[config.mk]
export PLATFORM = sky130hd
export DESIGN_NAME = rat_rename_map
export DESIGN_NICKNAME = d
export VERILOG_FILES = /design/src/rtl/rat_pkg.sv /design/src/rtl/rat_reg_classify.sv /design/src/rtl/rat_map_bank.sv /design/src/rtl/rat_rename_map.sv
export SDC_FILE = /design/constraint.sdc
export NUM_CORES = 2
export LEC_CHECK = 0
export BUFFER_PORTS_ARGS = -buffer_cell sky130_fd_sc_hd__clkbuf_2
export CORE_MARGIN = 5
export CORE_UTILIZATION = 30
export DETAILED_ROUTE_END_ITERATION = 7
export PLACE_DENSITY = 0.41
export SETUP_SLACK_MARGIN = 0.1
export SYNTH_ARGS = -nofsm -noshare
export SYNTH_HDL_FRONTEND = slang
export SYNTH_SLANG_ARGS = --single-unit
[constraint.sdc]
create_clock -name clk -period 7.75 [get_ports clk]
set_input_delay 0.775 -clock clk [delete_from_list [all_inputs] [get_ports clk]]
set_output_delay 0.775 -clock clk [all_outputs]
set_load 0.02 [all_outputs]
[src/rtl/rat_pkg.sv]
package rat_pkg;
  typedef enum logic [1:0] {
    RC_INT  = 2'd0,
    RC_FP   = 2'd1,
    RC_MISC = 2'd2
  } reg_class_e;
endpackage

[src/rtl/rat_reg_classify.sv]
module rat_reg_classify
  import rat_pkg::*;
#(
  parameter int AW          = 7,
  parameter int NUM_LINT    = 32,
  parameter int NUM_LFP     = 32,
  parameter int INT_ZERO    = 31,
  parameter int FP_ZERO     = 63,
  parameter bit FP_ZERO_PIN = 1'b1
) (
  input  logic [AW-1:0] arch,
  output reg_class_e    cls,
  output logic          pinned
);
  localparam logic [AW-1:0] LIM_INT = AW'(NUM_LINT);
  localparam logic [AW-1:0] LIM_ALL = AW'(NUM_LINT + NUM_LFP);
  localparam logic [AW-1:0] IZ      = AW'(INT_ZERO);
  localparam logic [AW-1:0] FZ      = AW'(FP_ZERO);

  always_comb begin
    if (arch < LIM_INT) begin
      cls    = RC_INT;
      pinned = (arch == IZ);
    end else if (arch < LIM_ALL) begin
      cls    = RC_FP;
      pinned = FP_ZERO_PIN && (arch == FZ);
    end else begin
      cls    = RC_MISC;
      pinned = 1'b0;
    end
  end
endmodule

[src/rtl/rat_map_bank.sv]
module rat_map_bank #(
  parameter int N    = 32,
  parameter int TW   = 7,
  parameter int BASE = 0,
  localparam int IW  = (N > 1) ? $clog2(N) : 1
) (
  input  logic          clk,
  input  logic          rst_n,
  input  logic [IW-1:0] rd_a_idx,
  output logic [TW-1:0] rd_a_tag,
  input  logic [IW-1:0] rd_b_idx,
  output logic [TW-1:0] rd_b_tag,
  input  logic          rn_en,
  input  logic [IW-1:0] rn_idx,
  input  logic [TW-1:0] rn_tag,
  input  logic          fx_en,
  input  logic [IW-1:0] fx_idx,
  input  logic [TW-1:0] fx_tag
);
  logic [TW-1:0] tbl [N];

  assign rd_a_tag = (32'(rd_a_idx) < N) ? tbl[rd_a_idx] : '0;
  assign rd_b_tag = (32'(rd_b_idx) < N) ? tbl[rd_b_idx] : '0;

  // Recovery write is applied last so it wins on a shared entry.
  always_ff @(posedge clk) begin
    if (!rst_n) begin
      for (int i = 0; i < N; i++) tbl[i] <= TW'(BASE + i);
    end else begin
      if (rn_en && 32'(rn_idx) < N) tbl[rn_idx] <= rn_tag;
      if (fx_en && 32'(fx_idx) < N) tbl[fx_idx] <= fx_tag;
    end
  end
endmodule

[src/rtl/rat_rename_map.sv]
module rat_rename_map
  import rat_pkg::*;
#(
  parameter int NUM_LINT    = 32,
  parameter int NUM_LFP     = 32,
  parameter int NUM_PINT    = 64,
  parameter int NUM_PFP     = 64,
  parameter int NUM_MISC    = 8,
  parameter int INT_BASE    = 0,
  parameter int FP_BASE     = NUM_PINT,
  parameter int INT_ZERO    = 31,
  parameter int FP_ZERO     = NUM_LINT + 31,
  parameter bit FP_ZERO_PIN = 1'b1,
  parameter int CW          = 7,
  localparam int NL         = NUM_LINT + NUM_LFP,
  localparam int NP         = NUM_PINT + NUM_PFP,
  localparam int AW         = $clog2(NL + NUM_MISC),
  localparam int TW         = $clog2(NP + NUM_MISC)
) (
  input  logic          clk,
  input  logic          rst_n,
  input  logic          ren_valid,
  output logic          ren_ready,
  input  logic [AW-1:0] ren_arch,
  output logic [TW-1:0] ren_new_tag,
  output logic [TW-1:0] ren_prev_tag,
  output logic          ren_tag_err,
  output logic          int_pop,
  input  logic [TW-1:0] int_grant_tag,
  input  logic [CW-1:0] int_free_cnt,
  output logic          fp_pop,
  input  logic [TW-1:0] fp_grant_tag,
  input  logic [CW-1:0] fp_free_cnt,
  input  logic [AW-1:0] lk_arch,
  output logic [TW-1:0] lk_tag,
  input  logic          wr_en,
  input  logic [AW-1:0] wr_arch,
  input  logic [TW-1:0] wr_tag,
  output logic [CW-1:0] avail_cnt
);
  localparam int IIW = (NUM_LINT > 1) ? $clog2(NUM_LINT) : 1;
  localparam int FIW = (NUM_LFP > 1) ? $clog2(NUM_LFP) : 1;
  localparam logic [AW-1:0] LIM_INT = AW'(NUM_LINT);
  localparam logic [TW-1:0] PI_TAG  = TW'(NUM_PINT);
  localparam logic [TW-1:0] PT_TAG  = TW'(NP);
  localparam logic [TW-1:0] IZ_TAG  = TW'(INT_ZERO);
  localparam logic [TW-1:0] FZ_TAG  = TW'(FP_ZERO);

  reg_class_e rn_cls, lk_cls, wr_cls;
  logic       rn_pin, lk_pin, wr_pin;

  rat_reg_classify #(.AW(AW), .NUM_LINT(NUM_LINT), .NUM_LFP(NUM_LFP),
    .INT_ZERO(INT_ZERO), .FP_ZERO(FP_ZERO), .FP_ZERO_PIN(FP_ZERO_PIN))
    u_cls_rn (.arch(ren_arch), .cls(rn_cls), .pinned(rn_pin));
  rat_reg_classify #(.AW(AW), .NUM_LINT(NUM_LINT), .NUM_LFP(NUM_LFP),
    .INT_ZERO(INT_ZERO), .FP_ZERO(FP_ZERO), .FP_ZERO_PIN(FP_ZERO_PIN))
    u_cls_lk (.arch(lk_arch), .cls(lk_cls), .pinned(lk_pin));
  rat_reg_classify #(.AW(AW), .NUM_LINT(NUM_LINT), .NUM_LFP(NUM_LFP),
    .INT_ZERO(INT_ZERO), .FP_ZERO(FP_ZERO), .FP_ZERO_PIN(FP_ZERO_PIN))
    u_cls_wr (.arch(wr_arch), .cls(wr_cls), .pinned(wr_pin));

  function automatic logic [TW-1:0] misc_tag(input logic [AW-1:0] a);
    return TW'(32'(a) + 32'(NP - NL));
  endfunction

  logic [TW-1:0] int_lk_tag, int_rn_tag, fp_lk_tag, fp_rn_tag;
  logic          int_has, fp_has;

  assign int_has = (int_free_cnt != '0);
  assign fp_has  = (fp_free_cnt != '0);

  always_comb begin
    ren_ready    = 1'b1;
    int_pop      = 1'b0;
    fp_pop       = 1'b0;
    ren_new_tag  = misc_tag(ren_arch);
    ren_prev_tag = misc_tag(ren_arch);
    unique case (rn_cls)
      RC_INT: begin
        if (rn_pin) begin
          ren_new_tag  = IZ_TAG;
          ren_prev_tag = IZ_TAG;
        end else begin
          ren_ready    = int_has;
          int_pop      = ren_valid && int_has;
          ren_new_tag  = int_grant_tag;
          ren_prev_tag = int_rn_tag;
        end
      end
      RC_FP: begin
        ren_prev_tag = fp_rn_tag;
        if (rn_pin) begin
          ren_new_tag = FZ_TAG;
        end else begin
          ren_ready   = fp_has;
          fp_pop      = ren_valid && fp_has;
          ren_new_tag = fp_grant_tag;
        end
      end
      default: ;
    endcase
  end

  assign ren_tag_err = (int_pop && (int_grant_tag >= PI_TAG)) ||
                       (fp_pop && ((fp_grant_tag < PI_TAG) || (fp_grant_tag >= PT_TAG)));

  always_comb begin
    unique case (lk_cls)
      RC_INT:  lk_tag = int_lk_tag;
      RC_FP:   lk_tag = fp_lk_tag;
      default: lk_tag = misc_tag(lk_arch);
    endcase
  end

  assign avail_cnt = (int_free_cnt < fp_free_cnt) ? int_free_cnt : fp_free_cnt;

  rat_map_bank #(.N(NUM_LINT), .TW(TW), .BASE(INT_BASE)) u_int_bank (
    .clk(clk), .rst_n(rst_n),
    .rd_a_idx(IIW'(lk_arch)),   .rd_a_tag(int_lk_tag),
    .rd_b_idx(IIW'(ren_arch)),  .rd_b_tag(int_rn_tag),
    .rn_en(int_pop),            .rn_idx(IIW'(ren_arch)), .rn_tag(int_grant_tag),
    .fx_en(wr_en && wr_cls == RC_INT), .fx_idx(IIW'(wr_arch)), .fx_tag(wr_tag)
  );

  rat_map_bank #(.N(NUM_LFP), .TW(TW), .BASE(FP_BASE)) u_fp_bank (
    .clk(clk), .rst_n(rst_n),
    .rd_a_idx(FIW'(lk_arch - LIM_INT)),  .rd_a_tag(fp_lk_tag),
    .rd_b_idx(FIW'(ren_arch - LIM_INT)), .rd_b_tag(fp_rn_tag),
    .rn_en(fp_pop), .rn_idx(FIW'(ren_arch - LIM_INT)), .rn_tag(fp_grant_tag),
    .fx_en(wr_en && wr_cls == RC_FP), .fx_idx(FIW'(wr_arch - LIM_INT)), .fx_tag(wr_tag)
  );
endmodule

== Yosys cells after proc, flatten, opt, wreduce, memory -nomap -nowiden ==
Memories as Yosys holds them, arrays and structs flattened.
Index checks and enable logic that the tools add are counted.
Word-level totals
  register bits after elaboration: 0
  bits in latches: 0
  bits in writable memories: 512
  ROM bits: 0
  input port bits: 63
  output and inout port bits: 35
  word-level logic and storage cells: 86
  memories kept: 2
Memory list
  u_fp_bank.tbl: words 32, width 8, rd ports 2, clocked after memory_dff 0, write ports 32, RTL line rat_map_bank.sv:20  | logic [TW-1:0] tbl [N];
  u_int_bank.tbl: words 32, width 8, rd ports 2, clocked after memory_dff 0, write ports 32, RTL line rat_map_bank.sv:20
Operators by class
  $add $sub $neg: 5
  multipliers: 0
  div/mod/pow operators: 0
  magnitude comparators: 10
  eq/ne operators: 5
  shift-type cells: 0
  muxes and demuxes: 47
  bitwise gates (word level): 0
  reductions and logical operators: 17
Operator list (count)
  2-to-1 mux 8 bit: 7
  case mux 8 bit (2 select lines): 3
  OR reduction 8 bit: 4
  2-to-1 mux 1 bit: 25
  less-than comparator 7 x 6 -> 1 bit, second input constant: 3
  less-than comparator 7 bit, second input constant: 3
  2-to-1 mux 5 bit: 4
  adder 7 x 7 -> 8 bit, second input constant: 2
  subtractor 5 x 1 -> 5 bit, second input constant: 3
  nonzero test 7 bit: 2
  2-to-1 mux 2 bit: 6
  greater-or-equal comparator 8 x 7 -> 1 bit, second input constant: 1
  greater-or-equal comparator 8 bit, second input constant: 1
  less-than comparator 8 x 7 -> 1 bit, second input constant: 1
  equality test 7 x 5 -> 1 bit, second input constant: 1
  equality test 7 x 6 -> 1 bit, second input constant: 1
  less-than comparator 7 bit: 1
  2-to-1 mux 7 bit: 1
  equality test 2 x 1 -> 1 bit, second input constant: 3
  logical AND 1 bit: 6
  zero test 2 bit: 3
  logical OR 1 bit: 2
  case mux 1 bit (2 select lines): 1

== Longest topological paths before layout ==
  depth in word-level cells: 10
  depth in mapped cells: 10
  mapped depth without buffers: 7

== By module ==
From an unflattened synthesis, not the netlist that was laid out.
Second synthesis, totals
  cell total of the unflattened synthesis: 2142
  area, all modules: 31893.1 µm²
Modules (own cells, without submodules)
  rat_map_bank (u_fp_bank): times used 1, cells an instance 1030, area each 15561.2 µm², sequential area each 7687.4 µm²
  rat_map_bank (u_int_bank): times used 1, cells an instance 974, area each 15403.5 µm², sequential area each 7687.4 µm²
  rat_rename_map: times used 1, cells an instance 126, area each 842.1 µm², sequential area each 0.0 µm²
  rat_reg_classify: times used 3, cells an instance 4, area each 28.8 µm², sequential area each 0.0 µm²

== Worst setup path before layout ==
OpenSTA, ideal clock, no wires.
  kind: in2out
  from: in lk_arch[0]
  to: out lk_tag[3]
  arrival time: 2821 ps
  required time: 6975 ps
  setup slack: 4154 ps
  stages on the path: 8
  path buffers: 3
  cells stage by stage: buf_2 -> buf_2 -> buf_2 -> mux4_2 -> a221oi_1 -> o22ai_1 -> a21oi_1 -> o21ai_0
On the way
  cells in the longest elaborated chain, start to end: 5
  elaborated cells on any way between the ends: 11
  classes of those cells: 2 x add/sub; 2 x order compare; 1 x eq/ne; 3 x mux; 1 x reduce/logical; 2 x memory
Ends and longest elaborated chain
  from (decl): RTL line rat_rename_map.sv:34  | input logic [AW-1:0] lk_arch,
  parallel branches: the longest is 4 deep, another holds memory read (32 x 8 bit)
  case mux 8 bit (2 select lines) *: RTL line rat_rename_map.sv:108  | unique case (lk_cls)
  to (decl): RTL line rat_rename_map.sv:35  | output logic [TW-1:0] lk_tag,
Every way passes the cells marked *.

== Final worst setup path ==
  from: in ren_arch[2]
  to: out ren_prev_tag[5]
On the way
  cells in the longest elaborated chain, start to end: 5
  elaborated cells on any way between the ends: 16
  classes of those cells: 2 x add/sub; 2 x order compare; 3 x eq/ne; 6 x mux; 1 x reduce/logical; 2 x memory
Ends and longest elaborated chain
  from (decl): RTL line rat_rename_map.sv:24  | input logic [AW-1:0] ren_arch,
  parallel branches: the longest is 4 deep, another holds memory read (32 x 8 bit)
  case mux 8 bit (2 select lines) *: RTL line rat_rename_map.sv:78  | unique case (rn_cls)
  to (decl): RTL line rat_rename_map.sv:26  | output logic [TW-1:0] ren_prev_tag,
Marked as above.

==> impl_metrics.tcl <==
set metrics [dict create \
    syn_inst 2463 \
    avgRoutedWirePerCell_um 39.25 \
    cts_tree "built" \
    clkSinkCount 512 \
    first_pass_iters 5 \
    crit_arrival_ps 4420 \
    grt_pass1_wl_um 208000 \
    seq_area_um2 15370 \
    ant_nets 0 \
    timing.slew.headroom 0.1095 \
    min_period_ps 5194 \
    path_class "in2out" \
    synth.largest_area_cell "edfxtp_1" \
    finalSetupTns_ps 0 \
    initial_core_util 0.3008 \
    multi_input_area_um2 15090 \
    cp_slowest_cell "nor2b_1" \
    remaining_drc_errors 0 \
    yosysSeqAreaShare 0.4870 \
    cts_setup_buffers 0 \
    dp_hpwl_um 101300 \
    rows 119 \
    antenna_found_initial 5 \
    async_flop_share 0 \
    area_growth_pct 11.56 \
    hold_class "in2reg" \
    cts_root_buffer "clkbuf_16" \
    ir_worst_vdd_mv 0.1350 \
    initialDrtViolationCount 4021 \
    syn_area_per_cell_um2 12.82 \
    drv_slew 0 \
    numCtsBuffers 58 \
    tightest_slew_ps 1334 \
    gr-total-overflow 0 \
    post_drt_via_cell_ratio 6.631 \
    path_common_cell "clkbuf_2" \
    num_vias 25687 \
    fin_nets 2502 \
    finalCritPeriodShare 0.6701 \
    synth_top_area_share 0.4870 \
    pin_count 98 \
    drt-total-wl_um 152100 \
    setup_viol 0 \
    grtUsageTotal 0.2637 \
    p_int_w 0.005183 \
    die_area_um2 111800 \
    die_w_um 334.4 \
    synth_ff_type "edfxtp_1" \
    ctsHoldBuffers 0 \
    cts.repair.resized 0 \
    max_cap_violations 0 \
    worstPathRequired_ps 6970 \
    rsz0062_at_grt "false" \
    grt_pass1_vias 24181 \
    critPathLaunchType "primary input" \
    powerDensity_nw_per_um2 206.9 \
    place.gp.congestion 0.9039 \
    synth.top_cells.by_count "512 x edfxtp_1, 277 x mux4_2, 259 x a22o_1" \
    p_seq_frac 0.456 \
    port_buffers 97 \
    cp_max_fo 31 \
    cts.htree.levels 2 \
    synth.distinct_cells 61 \
    finalPower_w 0.007287 \
    max-clock-path-buffers 3 \
    synthTopCellsByArea "edfxtp_1 49%, mux4_2 20%, a22o_1 7.2%, nor2_1 3.1%, a21oi_1 2.8%" \
    drive_above_1_share 0.2450 \
    synth_area_um2 31570 \
    leakage_nw 11.05 \
    netSwitchingFraction 0.2887 \
    syn_nets 2532 \
    hold_viol_final 0 \
    power.share.clock 0.395 \
    core_um2 105000 \
    cpPeakStageDelay_ps 900 \
    fill_cells 10283 \
    grt_start_max_net_pins 112 \
    end_kind "output port" \
    yosysWarnings 0 \
    die_h_um 334.4 \
    status "complete, no violations" \
    yosysMostFrequentCell "edfxtp_1" \
    synth_edf_count 512 \
    fmax_ghz 0.1925 \
    ys_seq_elements 512 \
    clkSlewWorstSetupHoldPaths_ps 60 \
    cp_cell_sequence "clkbuf_2 -> buf_4 -> nor2b_1 -> and2_1 -> a22oi_1 -> nand4_1 -> a21oi_1 -> a31oi_1 -> clkbuf_2" \
    power_switching_w 0.002104 \
    power.share.combinational 0.150 \
]
## cell families (layout without fill, tap and decap cells)
group / after synthesis / in the layout / share of synthesized area
compound gates: 714 / 714 / 0.1620
simple gates: 649 / 649 / 0.1044
flops: 512 / 512 / 0.4870
mux: 305 / 305 / 0.2068
buf+inv: 277 / 292 / 0.03753
fa+ha+maj: 6 / 6 / 0.002378
other cells: 0 / 5 / 0
## critical path, delay by kind of cell
family                 cells  cell delay (ps)
and+or+nand+nor            3             1910
buffers and inverters      3              830
AOI/OAI and AO/OA          3              850
## cell type report
class / count / share of cell area
sequential: 512 / 0.4365
multi-input combinational: 1674 / 0.4284
tap: 1391 / 0.04941
clock buffer: 72 / 0.04451
timing repair buffer: 162 / 0.02941
clock inverter: 33 / 0.008739
inverter: 25 / 0.002664
antenna: 5 / 0.0003552
## power groups by stage
stage	combinational, W	sequential, W	clock, W
2_1_floorplan	0.000628	0.00329	0
3_3_place_gp	0.00106	0.00337	0
3_5_place_dp	0.00107	0.00337	0
4_1_cts	0.00107	0.00331	0.00289
5_1_grt	0.00111	0.00332	0.00300
6_report	0.00109	0.00332	0.00288
## metal layers
| metal | vias up | track usage | part of all wire |
|---|---|---|---|
| li1 | 9980 | - | - |
| met1 | 13550 | 0.3726 | 0.41 |
| met2 | 1884 | 0.3981 | 0.44 |
| met3 | 265 | 0.07079 | 0.12 |
| met4 | 8 | 0.08205 | 0.036 |
| met5 | - | 0 | 0.00034 |
## per-stage QoR
step / hold slack (ps) / setup WS, ps / instances / utilization / area (µm²)
detailed placement: 1266 / 2722 / 3764 / 0.3176 / 33330
finish: 607.9 / 2556 / 3874 / 0.3355 / 35220
CTS: 581.2 / 2724 / 3869 / 0.3354 / 35210
global route: 603.0 / 2613 / 3869 / 0.3354 / 35210
global placement: 1253 / 2747 / 3764 / 0.3176 / 33330
floorplan: 977.1 / 4154 / 2463 / - / 31570
## state kept, by name, summed over array words and instances (netlist names)
register and count:
u_int_bank.tbl 256, u_fp_bank.tbl 256
## cells in the final DEF, fill, tap and decap left out, types with 11 or more instances in the layout
cell	Yosys	final
edfxtp_1	512	512
mux4_2	277	277
a22o_1	259	259
nor2_1	258	252
nand2_1	177	177
a21oi_1	177	177
o21ai_0	90	90
clkbuf_2	0	84
buf_4	12	65
o211ai_1	61	61
clkbuf_16	0	61
nand3_1	45	45
a22oi_1	41	41
o22a_1	31	31
nor3_2	25	29
nor3_4	27	27
inv_1	23	21
mux2i_1	21	21
nor3_1	24	20
or3_1	20	20
clkinv_1	1	14
clkinv_2	0	13
nor2b_1	12	12
clkbuf_1	167	11
## worst paths after layout
path | startpoint | endpoint | slack, ps | cells after the start
worst max-delay path | ren_arch[2] | ren_prev_tag[5] | 2560 | 9
worst min-delay path | fp_grant_tag[5] | u_fp_bank.tbl[4][5] | 610 | 2
No activity file was read; power rests on OpenSTA's default activity.
